**config.mk**
```make
export PLATFORM = sky130hd
export DESIGN_NAME = gpio_irq_bank
export DESIGN_NICKNAME = d
export VERILOG_FILES = /design/src/rtl/gpio_bank_pkg.sv /design/src/rtl/gpio_sync.sv /design/src/rtl/gpio_regfile.sv /design/src/rtl/gpio_event_detect.sv /design/src/rtl/gpio_irq_bank.sv
export SDC_FILE = /design/constraint.sdc
export NUM_CORES = 1
export LEC_CHECK = 0
export BUFFER_PORTS_ARGS = -buffer_cell sky130_fd_sc_hd__buf_2
export CAP_MARGIN = 20
export CELL_PAD_IN_SITES_DETAIL_PLACEMENT = 0
export CELL_PAD_IN_SITES_GLOBAL_PLACEMENT = 1
export CORE_MARGIN = 2
export CORE_UTILIZATION = 49
export CTS_BUF_LIST = sky130_fd_sc_hd__clkbuf_2 sky130_fd_sc_hd__clkbuf_4 sky130_fd_sc_hd__clkbuf_8
export DETAILED_ROUTE_END_ITERATION = 10
export PLACE_DENSITY = 0.82
export REMOVE_ABC_BUFFERS = 1
export SLEW_MARGIN = 20
export SYNTH_ARGS = -nofsm -noshare
export SYNTH_HDL_FRONTEND = slang
export SYNTH_SLANG_ARGS = --single-unit
```
**constraint.sdc**
```tcl
create_clock -name clk -period 2.05 [get_ports clk]
set_clock_uncertainty 0.1 [all_clocks]
set_input_delay 0.205 -clock clk [delete_from_list [all_inputs] [get_ports clk]]
set_output_delay 0.205 -clock clk [all_outputs]
set_load 0.005 [all_outputs]
```
**src/rtl/gpio_bank_pkg.sv**
```systemverilog
package gpio_bank_pkg;
  localparam int REG_ADDR_W = 4;

  typedef enum logic [REG_ADDR_W-1:0] {
    OFS_OE    = 4'd0,
    OFS_DOUT  = 4'd1,
    OFS_ALT   = 4'd2,
    OFS_LIVE  = 4'd3,
    OFS_IMASK = 4'd4,
    OFS_KIND  = 4'd5,
    OFS_EPOL  = 4'd6,
    OFS_LPOL  = 4'd7,
    OFS_PEND  = 4'd8,
    OFS_WMASK = 4'd9
  } reg_ofs_e;
endpackage

```
**src/rtl/gpio_sync.sv**
```systemverilog
module gpio_sync #(
  parameter int W      = 16,
  parameter int STAGES = 2
) (
  input  logic         clk,
  input  logic         rst_n,
  input  logic [W-1:0] din,
  output logic [W-1:0] dout
);
  logic [W-1:0] stg [STAGES];

  always_ff @(posedge clk or negedge rst_n) begin
    if (!rst_n) begin
      for (int k = 0; k < STAGES; k++) stg[k] <= '0;
    end else begin
      stg[0] <= din;
      for (int k = 1; k < STAGES; k++) stg[k] <= stg[k-1];
    end
  end

  assign dout = stg[STAGES-1];


  sync_shift_chk: assert property (@(posedge clk) disable iff (!rst_n)
    dout == $past(stg[STAGES-2]));
endmodule

```
**src/rtl/gpio_regfile.sv**
```systemverilog
module gpio_regfile
  import gpio_bank_pkg::*;
#(
  parameter int W = 16
) (
  input  logic                  clk,
  input  logic                  rst_n,
  input  logic                  reg_en,
  input  logic                  reg_wr,
  input  logic [REG_ADDR_W-1:0] reg_addr,
  input  logic [W-1:0]          reg_wdata,
  output logic [W-1:0]          reg_rdata,
  input  logic [W-1:0]          live,
  input  logic [W-1:0]          pend,
  output logic [W-1:0]          oe_q,
  output logic [W-1:0]          dout_q,
  output logic [W-1:0]          alt_q,
  output logic [W-1:0]          imask_q,
  output logic [W-1:0]          kind_q,
  output logic [W-1:0]          epol_q,
  output logic [W-1:0]          lpol_q,
  output logic [W-1:0]          wmask_q,
  output logic                  pend_wr,
  output logic [W-1:0]          pend_wdata
);
  logic     wr_hit;
  reg_ofs_e ofs;

  assign wr_hit     = reg_en & reg_wr;
  assign ofs        = reg_ofs_e'(reg_addr);
  assign pend_wr    = wr_hit && (ofs == OFS_PEND);
  assign pend_wdata = reg_wdata;

  always_ff @(posedge clk or negedge rst_n) begin
    if (!rst_n) begin
      oe_q    <= '0;
      dout_q  <= '0;
      alt_q   <= '0;
      imask_q <= '1;
      kind_q  <= '0;
      epol_q  <= '0;
      lpol_q  <= '0;
      wmask_q <= '1;
    end else if (wr_hit) begin
      case (ofs)
        OFS_OE:    oe_q    <= reg_wdata;
        OFS_DOUT:  dout_q  <= reg_wdata;
        OFS_ALT:   alt_q   <= reg_wdata;
        OFS_IMASK: imask_q <= reg_wdata;
        OFS_KIND:  kind_q  <= reg_wdata;
        OFS_EPOL:  epol_q  <= reg_wdata;
        OFS_LPOL:  lpol_q  <= reg_wdata;
        OFS_WMASK: wmask_q <= reg_wdata;
        default: ;
      endcase
    end
  end

  always_comb begin
    reg_rdata = '0;
    if (reg_en && !reg_wr) begin
      case (ofs)
        OFS_OE:    reg_rdata = oe_q;
        OFS_DOUT:  reg_rdata = dout_q;
        OFS_ALT:   reg_rdata = alt_q;
        OFS_LIVE:  reg_rdata = live;
        OFS_IMASK: reg_rdata = imask_q;
        OFS_KIND:  reg_rdata = kind_q;
        OFS_EPOL:  reg_rdata = epol_q;
        OFS_LPOL:  reg_rdata = lpol_q;
        OFS_PEND:  reg_rdata = pend;
        OFS_WMASK: reg_rdata = wmask_q;
        default:   reg_rdata = '0;
      endcase
    end
  end


  oe_write_chk: assert property (@(posedge clk) disable iff (!rst_n)
    (wr_hit && ofs == OFS_OE) |=> (oe_q == $past(reg_wdata)));
endmodule

```
**src/rtl/gpio_event_detect.sv**
```systemverilog
module gpio_event_detect #(
  parameter int W = 16
) (
  input  logic         clk,
  input  logic         rst_n,
  input  logic [W-1:0] lvl,
  input  logic [W-1:0] kind,
  input  logic [W-1:0] epol,
  input  logic [W-1:0] lpol,
  input  logic         pend_wr,
  input  logic [W-1:0] pend_wdata,
  output logic [W-1:0] pend_q
);
  logic [W-1:0] prev_q;
  logic [W-1:0] hit;
  logic [W-1:0] keep;

  for (genvar i = 0; i < W; i++) begin : g_pin
    logic rise, fall;
    assign rise   = lvl[i] & ~prev_q[i];
    assign fall   = ~lvl[i] & prev_q[i];
    assign hit[i] = kind[i] ? (epol[i] ? rise : fall) : (lvl[i] ~^ lpol[i]);
  end

  assign keep = pend_wr ? pend_wdata : '1;

  always_ff @(posedge clk or negedge rst_n) begin
    if (!rst_n) begin
      prev_q <= '0;
      pend_q <= '0;
    end else begin
      prev_q <= lvl;
      pend_q <= (pend_q & keep) | hit;
    end
  end


  sticky_chk: assert property (@(posedge clk) disable iff (!rst_n)
    !pend_wr |=> ((pend_q & $past(pend_q)) == $past(pend_q)));


  clear_all_chk: assert property (@(posedge clk) disable iff (!rst_n)
    (pend_wr && pend_wdata == '0 && hit == '0) |=> (pend_q == '0));


  steady_edge_chk: assert property (@(posedge clk) disable iff (!rst_n)
    (lvl == prev_q && kind == '1 && !pend_wr) |=> (pend_q == $past(pend_q)));
endmodule

```
**src/rtl/gpio_irq_bank.sv**
```systemverilog
module gpio_irq_bank
  import gpio_bank_pkg::*;
#(
  parameter int NPINS       = 16,
  parameter int SYNC_STAGES = 2
) (
  input  logic                  clk,
  input  logic                  rst_n,
  input  logic                  reg_en,
  input  logic                  reg_wr,
  input  logic [REG_ADDR_W-1:0] reg_addr,
  input  logic [NPINS-1:0]      reg_wdata,
  output logic [NPINS-1:0]      reg_rdata,
  input  logic [NPINS-1:0]      pin_in,
  output logic [NPINS-1:0]      pin_out,
  output logic [NPINS-1:0]      pin_oe,
  output logic [NPINS-1:0]      alt_sel,
  output logic                  irq_out,
  output logic                  wake_out
);
  logic [NPINS-1:0] live;
  logic [NPINS-1:0] pend;
  logic [NPINS-1:0] imask, kind, epol, lpol, wmask;
  logic             pend_wr;
  logic [NPINS-1:0] pend_wdata;

  gpio_sync #(.W(NPINS), .STAGES(SYNC_STAGES)) u_sync (
    .clk(clk), .rst_n(rst_n), .din(pin_in), .dout(live)
  );

  gpio_regfile #(.W(NPINS)) u_regs (
    .clk(clk), .rst_n(rst_n),
    .reg_en(reg_en), .reg_wr(reg_wr), .reg_addr(reg_addr),
    .reg_wdata(reg_wdata), .reg_rdata(reg_rdata),
    .live(live), .pend(pend),
    .oe_q(pin_oe), .dout_q(pin_out), .alt_q(alt_sel),
    .imask_q(imask), .kind_q(kind), .epol_q(epol), .lpol_q(lpol),
    .wmask_q(wmask), .pend_wr(pend_wr), .pend_wdata(pend_wdata)
  );

  gpio_event_detect #(.W(NPINS)) u_detect (
    .clk(clk), .rst_n(rst_n), .lvl(live),
    .kind(kind), .epol(epol), .lpol(lpol),
    .pend_wr(pend_wr), .pend_wdata(pend_wdata), .pend_q(pend)
  );

  always_ff @(posedge clk or negedge rst_n) begin
    if (!rst_n) begin
      irq_out  <= 1'b0;
      wake_out <= 1'b0;
    end else begin
      irq_out  <= |(pend & ~imask);
      wake_out <= |(pend & ~wmask);
    end
  end


  irq_quiet_chk: assert property (@(posedge clk) disable iff (!rst_n)
    (imask == '1) |=> !irq_out);


  wake_quiet_chk: assert property (@(posedge clk) disable iff (!rst_n)
    (pend == '0) |=> !wake_out);
endmodule

```
==> results of run 1 <==
[metrics by stage]
step / utilization [%] / area [sq um] / power (uW) / instances
detailed placement: 55.70 / 9600 / 6467 / 1022
global placement: 55.70 / 9600 / 6367 / 1022
floorplan: - / 8284 / 5721 / 644
CTS: 59.91 / 10330 / 9044 / 1085
global route: 60.37 / 10410 / 9475 / 1086
finish: 60.37 / 10410 / 9031 / 1086
[placed cells by master, fill, tap and decap left out, types with 16 or more instances in the layout]
| cell type | netlist | final |
|---|---|---|
| mux2_2 | 38 | 38 |
| o221ai_1 | 16 | 16 |
| o21ai_1 | 20 | 20 |
| buf_2 | 9 | 102 |
| clkbuf_8 | 0 | 18 |
| mux2_4 | 24 | 24 |
| a22o_1 | 32 | 32 |
| o21ai_0 | 61 | 61 |
| dlygate4sd3_1 | 0 | 33 |
| buf_4 | 4 | 37 |
| dfrtp_1 | 162 | 160 |
| nand3b_1 | 17 | 17 |
| nand2_1 | 64 | 64 |
| a22oi_1 | 16 | 16 |
| inv_1 | 43 | 43 |
| a221oi_1 | 40 | 30 |
| mux2_1 | 34 | 34 |
| dfstp_2 | 32 | 32 |
| a31oi_1 | 16 | 16 |
[kinds of logic (layout without fill, tap and decap cells)]
logic type      Yosys count  in the layout  synth area share, %
flops                   194            194                56.82
other cells               0              1                    0
buf+inv                  85            259                5.708
simple gates            102            102                7.088
mux                      96             96                13.59
compound gates          209            209                16.79
[state kept, by name (all words and copies together) (netlist names)]
name / flops
u_regs.kind_q: 16
u_regs.epol_q: 16
u_detect.pend_q: 16
u_detect.prev_q: 16
irq_out: 1
u_regs.lpol_q: 16
u_regs.alt_q: 16
u_regs.dout_q: 16
u_regs.imask_q: 16
u_regs.wmask_q: 16
u_sync.stg: 16
u_sync.dout: 16
u_regs.oe_q: 16
wake_out: 1
[critical path, delay by kind of cell]
family | cells | cell delay, ns
buffers and inverters | 4 | 0.73
AND/OR/NAND/NOR | 1 | 0.34
AO/OA/AOI/OAI | 3 | 0.42
[cells in the mapped netlist, types with 2 or more instances]
master    instances
mux2_4           24
nor4b_4           4
o21ai_1          20
mux2_2           38
inv_1            43
nand2_1          64
and4bb_1          3
nand4_1           2
clkbuf_1         11
a22oi_1          16
dfrtp_1         162
and3_1            8
mux2_1           34
o21ai_0          61
dfstp_2          32
buf_4             4
buf_6            15
nand3b_1         17
o22ai_1           8
buf_2             9
a22o_1           32
a221oi_1         40
buf_12            2
a31oi_1          16
o221ai_1         16
[power by group through the flow]
stage | Combinational (uW) | Sequential (uW) | Clock [uW]
2_1_floorplan | 786 | 4930 | 0
3_3_place_gp | 1330 | 5030 | 0
3_5_place_dp | 1390 | 5070 | 0
4_1_cts | 1450 | 5000 | 2590
5_1_grt | 1620 | 5110 | 2750
6_report | 1460 | 5030 | 2540
[final cells by class]
class | instances | area (sq um) | area share (%)
clock inverters | 13 | 161.4 | 1.551
diodes | 1 | 2.502 | 0.02405
well taps | 225 | 281.5 | 2.706
multi-input cells | 407 | 3308 | 31.79
inverters | 43 | 161.4 | 1.551
repair buffers | 186 | 1359 | 13.06
clock buffers | 17 | 234.0 | 2.249
flip-flops and latches | 194 | 4897 | 47.07
[routing by layer]
metal / wire (um) / up-vias / GRT usage [%]
li1: - / 2899 / -
met1: 10150 / 3283 / 33.77
met2: 11500 / 246 / 43.00
met3: 1511 / 40 / 6.963
met4: 514 / 2 / 11.69
met5: 13 / - / 0
[timing repair]
item | CTS | global route
resized for setup | 0 | 17
setup buffers | 0 | 0
endpoints found under the hold margin | 266 | 0
hold buffers | 33 | 0
setup endpoints to repair | 0 | 15
[final timing paths]
check,endpoint,slack (ns),cells past startpoint
max in group asynchronous,u_regs.oe_q[12]$_DFFE_PN0P_,1.00,3
max,reg_rdata[12],0.05,8
max reg2reg,wake_out$_DFF_PN0_,0.50,3
min reg2reg,u_sync.dout[11]$_DFF_PN0_,0.25,0
min in group clk,u_detect.pend_q[11]$_DFF_PN0_,0.21,5
min,u_sync.stg[21]$_DFF_PN0_,0.16,2
==> key figures, run 1 <==
Status
  – Status: completed

Floorplan
  – # rows: 48
  – DIE WIDTH: 136.6 um
  – Starting Density: 49.98%
  – Core box area: 17240 sq um
  – Die ar.: 18660 sq um
  – Top Ports: 106
  – Die H: 136.6 um

Global route
  – Initial antenna violation count: 2
  – GRT Total Usage: 26.60%
  – Largest net degree at the start of global routing: 54
  – Gr ovfl total: 0
  – First-pass GRT wire length: between 30000 and 40000 um
  – Vias in the first global route: 6662

Clock network
  – CTS tree: done
  – CTS Sinks: approximately 190
  – Worst skew pair latency: 0.47 ns
  – Total CTS buffers: 17
  – CTS H-tree lvls: 4
  – Root Buffer: clkbuf_8
  – Clock Pin Slew Worst Setup and Hold Paths: 0.10 ns
  – Max Buffers Root-to-Sink: 2

Detailed routing
  – Final wirelength: 23690 um
  – TritonRoute pass-1 iters: 6
  – Post-route ant nets: 0
  – Routed WL per cell: 21.81 um
  – Total number of vias: 6470
  – Drt initial violations: 537
  – Via/cell ratio: 5.958
  – Detailed-route DRC error count: 0

Timing
  – # setup viols final: 0
  – Setup slack after layout: 0.04662 ns
  – Final Hold Violating Endpoints: 0
  – Tcrit/Tclk final: 97.73%
  – Worst hold slack: between 0.15 and 0.2 ns
  – Slew headroom: 69.17%
  – RSZ-0062 raised after global routing: no
  – Minimum clock period: about 2 ns
  – Slew Limit Fails: 0
  – Maximum clock rate: around 500 MHz
  – Slew @ Worst Pin: around 0.46 ns
  – Fin Setup TNS: 0 ns

Finish
  – Nets: roughly 900
  – Layout cells sized above 1: roughly a third
  – Fill cell count: 1393
  – Area delta synth->final: 20.78%

Worst setup path
  – Crit end category: output pin
  – Crit path cell chain: buf_2, buf_4, nor4b_4, buf_4, a22o_1, a221oi_1, a31oi_1, buf_2
  – Reg-to-Reg Start: u_regs.wmask_q[10]$_DFFE_PN1P_
  – Crit Path Category: in -> out
  – Crit-path slowest cell: nor4b_4
  – Setup crit start: reg_addr[3]
  – Crit path arrival time: 1.70 ns
  – CP Launch Type: input pin
  – Slowest stage delay, CP: 0.34 ns
  – Crit path max fanout: 7
  – Critical path required time: 1.75 ns

Synthesis
  – Mapped Area: roughly 8600 sq um
  – Post-synth EDFFs: 0
  – Top cells by area, synth: dfrtp_1, dfstp_2, mux2_2, mux2_1, mux2_4
  – Synth top area share: around 47%
  – Top FF cell, synth: dfrtp_1
  – FF+latch count, synth: slightly below 200
  – Syn_area_per_cell: between 10 and 15 sq um
  – Asr flop ratio synth: 100.0%
  – Netlist cell types: 30
  – Synth warnings: 0
  – Sequential share of the synthesized area: 56.82%
  – Syn Inst Count: between 600 and 700
  – Post-synth top area cell: dfrtp_1

Power and ir drop
  – Sw Pwr: 2554 uW
  – Power per Cell Area: slightly below 900 nW/um^2
  – Clock Power Share: approximately 28%
  – Static leakage: about 0.0047 uW
  – Logic pwr share: 16.1%
  – Peak supply drop: 849.7 uV
  – Sw Share: around 28%
  – Sequential share of power: a little under three fifths
  – Int Pwr: 6477 uW

Place
  – Dpl ws: -0.004636 ns
  – Detailed Place HPWL: 16160 um
  – Final GP Congestion: slightly below 0.9
  – I/O Buffers: 105

Run
  – Max-cap check violation count: 0

Min path
  – Worst Hold Class: in -> async
Note: power is estimated with default switching activity, not from simulation.
==> run 2, diff against run 1 <==
==> constraint.sdc (replaced) <==
create_clock -name clk -period 2.1 [get_ports clk]
set_clock_uncertainty 0.1 [all_clocks]
set_input_delay 0.21 -clock clk [delete_from_list [all_inputs] [get_ports clk]]
set_output_delay 0.21 -clock clk [all_outputs]
set_load 0.005 [all_outputs]
==> key figures, run 2 (synthesis gave the netlist of run 1 again) <==
Clock network
  – Total CTS buffers: 17 (unchanged)
  – Root Buffer: clkbuf_8
  – CTS tree: done
  – CTS Sinks: 194 (unchanged)
  – Clock Pin Slew Worst Setup and Hold Paths: 0.09 ns (about the same)
  – Worst skew pair latency: 0.46 ns (about the same)
  – Max Buffers Root-to-Sink: 2 (unchanged)
  – CTS H-tree lvls: 4 (unchanged)

Power and ir drop
  – Static leakage: 0.004693 uW (+0.91%)
  – Power per Cell Area: 858.0 nW/um^2 (-1.1%)
  – Peak supply drop: 529.7 uV (-38%)
  – Total power: 8964 uW (-0.74%)

Global route
  – Met2 usage: 42.22% (-0.78 points)
  – Busiest metal layer after global routing: met2
  – Gr ovfl total: 0 (unchanged)
  – GRT Total Usage: 26.35% (-0.25 points)
  – Vias in the first global route: 6601 (-0.92%)
  – Largest net degree at the start of global routing: 64 (+19%)
  – First-pass GRT wire length: 36960 um (about the same)
  – Routing usage on met3: 5.481% (-1.5 points)
  – Met1 usage: 35.17% (+1.4 points)
  – Initial antenna violation count: 2 (unchanged)

Timing
  – Setup slack after layout: 0.03843 ns (-0.008188 ns)
  – Worst hold slack: 0.1984 ns (+0.04141 ns)
  – Minimum clock period: around 2.1 ns
  – Slew Limit Fails: 0 (unchanged)
  – Final Hold Violating Endpoints: 0 (unchanged)
  – Tcrit/Tclk final: 98.17%
  – Maximum clock rate: 485.1 MHz
  – # setup viols final: 0 (unchanged)
  – Slew @ Worst Pin: 0.5459 ns (+0.08348 ns)
  – Slew headroom: 63.61% (-5.6 points)

Detailed routing
  – Total number of vias: 6435 (-0.54%)
  – TritonRoute pass-1 iters: 5 (-1)
  – Post-route ant nets: 0 (unchanged)
  – Detailed-route DRC error count: 0 (unchanged)
  – Final wirelength: 23550 um (-0.59%)
  – Drt initial violations: 498 (-7.3%)
  – Via/cell ratio: 5.893 (-1.1%)
  – Routed WL per cell: 21.56 um (-1.1%)

Place
  – Detailed Place HPWL: 16010 um (-0.91%)
  – Dpl ws: -0.04663 ns (-0.04200 ns)
  – Final GP Congestion: 0.8840 (+2.2%)
  – I/O Buffers: 105 (unchanged)

Worst setup path
  – Crit-path leading delay family: buffers and inverters
  – Crit-path slowest cell: nor4b_4
  – Crit end category: output pin
  – Crit path max fanout: 8 (+1)
  – Crit path cell chain: buf_2, buf_4, nor4b_4, buf_4, a22o_1, a221oi_1, a31oi_1, buf_2
  – Critical path required time: 1.79 ns (+0.04 ns)
  – Crit path arrival time: 1.75 ns (+0.05 ns)
  – CP bufs+invs: 4 (unchanged)
  – Crit Path Category: in -> out
  – Slowest stage delay, CP: 0.45 ns (+0.11 ns)
  – CP Launch Type: input pin

Finish
  – Most frequent cells in the layout: dfrtp_1, buf_2, nand2_1
  – Most common cell after layout, fill and taps aside: dfrtp_1
  – Reg area: 4895 sq um (about the same)
  – Area delta synth->final: 21.28%
  – Util after Layout: 60.61% (+0.25 points)
  – Layout cells sized above 1: 33.72% (-0.82 points)
  – Fill cell count: 1361 (-2.3%)
  – Area of the multi-input gates: 3252 sq um (-1.7%)
  – Nets: 894 (+0.56%)

Floorplan
  – Top Ports: 106 (unchanged)
  – # rows: 48 (unchanged)
  – DIE WIDTH: 136.6 um (unchanged)
  – Die ar.: 18660 sq um (unchanged)
  – Die H: 136.6 um (unchanged)
  – Starting Density: 49.98% (unchanged)
  – Core box area: 17240 sq um (unchanged)

Run
  – Max-cap check violation count: 0 (unchanged)

Min path
  – Worst Hold Class: in -> async

Status
  – Status: completed
-- run 2: changes by cell type in the layout (fill, tap and decap cells not counted), moves of 2 or more --
cell / change
a221oi_1: +9
a221oi_2: -9
buf_12: +2
buf_4: +3
clkinv_4: +2
clkinvlp_4: -3
dfrtp_1: +2
dfrtp_2: -2
-- run 2: power breakdown --
group | internal (uW) | total (uW) | switching [uW]
clock network | 1350 | 2650 | 1310
registers | 4390 | 4900 | 506
logic | 767 | 1420 | 649
-- run 2: final cells by class --
class,instances,area share [%]
flip-flops and latches,194,46.85
multi-input cells,407,31.13
repair buffers,191,13.58
well taps,225,2.695
clock buffers,19,2.443
clock inverters,12,1.737
inverters,43,1.545
diodes,1,0.02395
-- run 2: path summary, 6_finish.rpt --
check | cells after the start | slack (ns) | to | from
min reg2reg | 0 | 0.25 | u_sync.dout[4]$_DFF_PN0_ | u_sync.stg[20]$_DFF_PN0_
min in group clk | 5 | 0.23 | u_detect.pend_q[10]$_DFF_PN0_ | reg_en
max reg2reg | 3 | 0.59 | wake_out$_DFF_PN0_ | u_regs.wmask_q[10]$_DFFE_PN1P_
max | 8 | 0.04 | reg_rdata[0] | reg_addr[2]
min | 2 | 0.20 | u_sync.dout[8]$_DFF_PN0_ | rst_n
max in group asynchronous | 3 | 1.02 | u_regs.wmask_q[3]$_DFFE_PN1P_ | rst_n
-- run 2: per-layer routing --
metal  part of all wire (%)  vias to the layer above
li1                       -                     2899
met1                     43                     3245
met2                     48                      237
met3                    5.5                       52
met4                    3.0                        2
met5                  0.081                        -
-- run 2: timing repair --
action / CTS / global route
setup buffers: 0 / 2
endpoints found under the hold margin: 167 / 0
pin swaps: 0 / 2
resized for setup: 1 / 4
setup endpoints to repair: 1 / 14
hold buffers: 33 / 0
-- run 2: stage by stage --
stage	setup TNS (ns)	std cells	area (sq um)
2_1_floorplan	-3.800	644	8284
3_3_place_gp	-0.1043	1025	9648
3_5_place_dp	-0.2980	1025	9648
4_1_cts	0	1089	10420
5_1_grt	-0.0005506	1091	10450
6_report	0	1092	10450
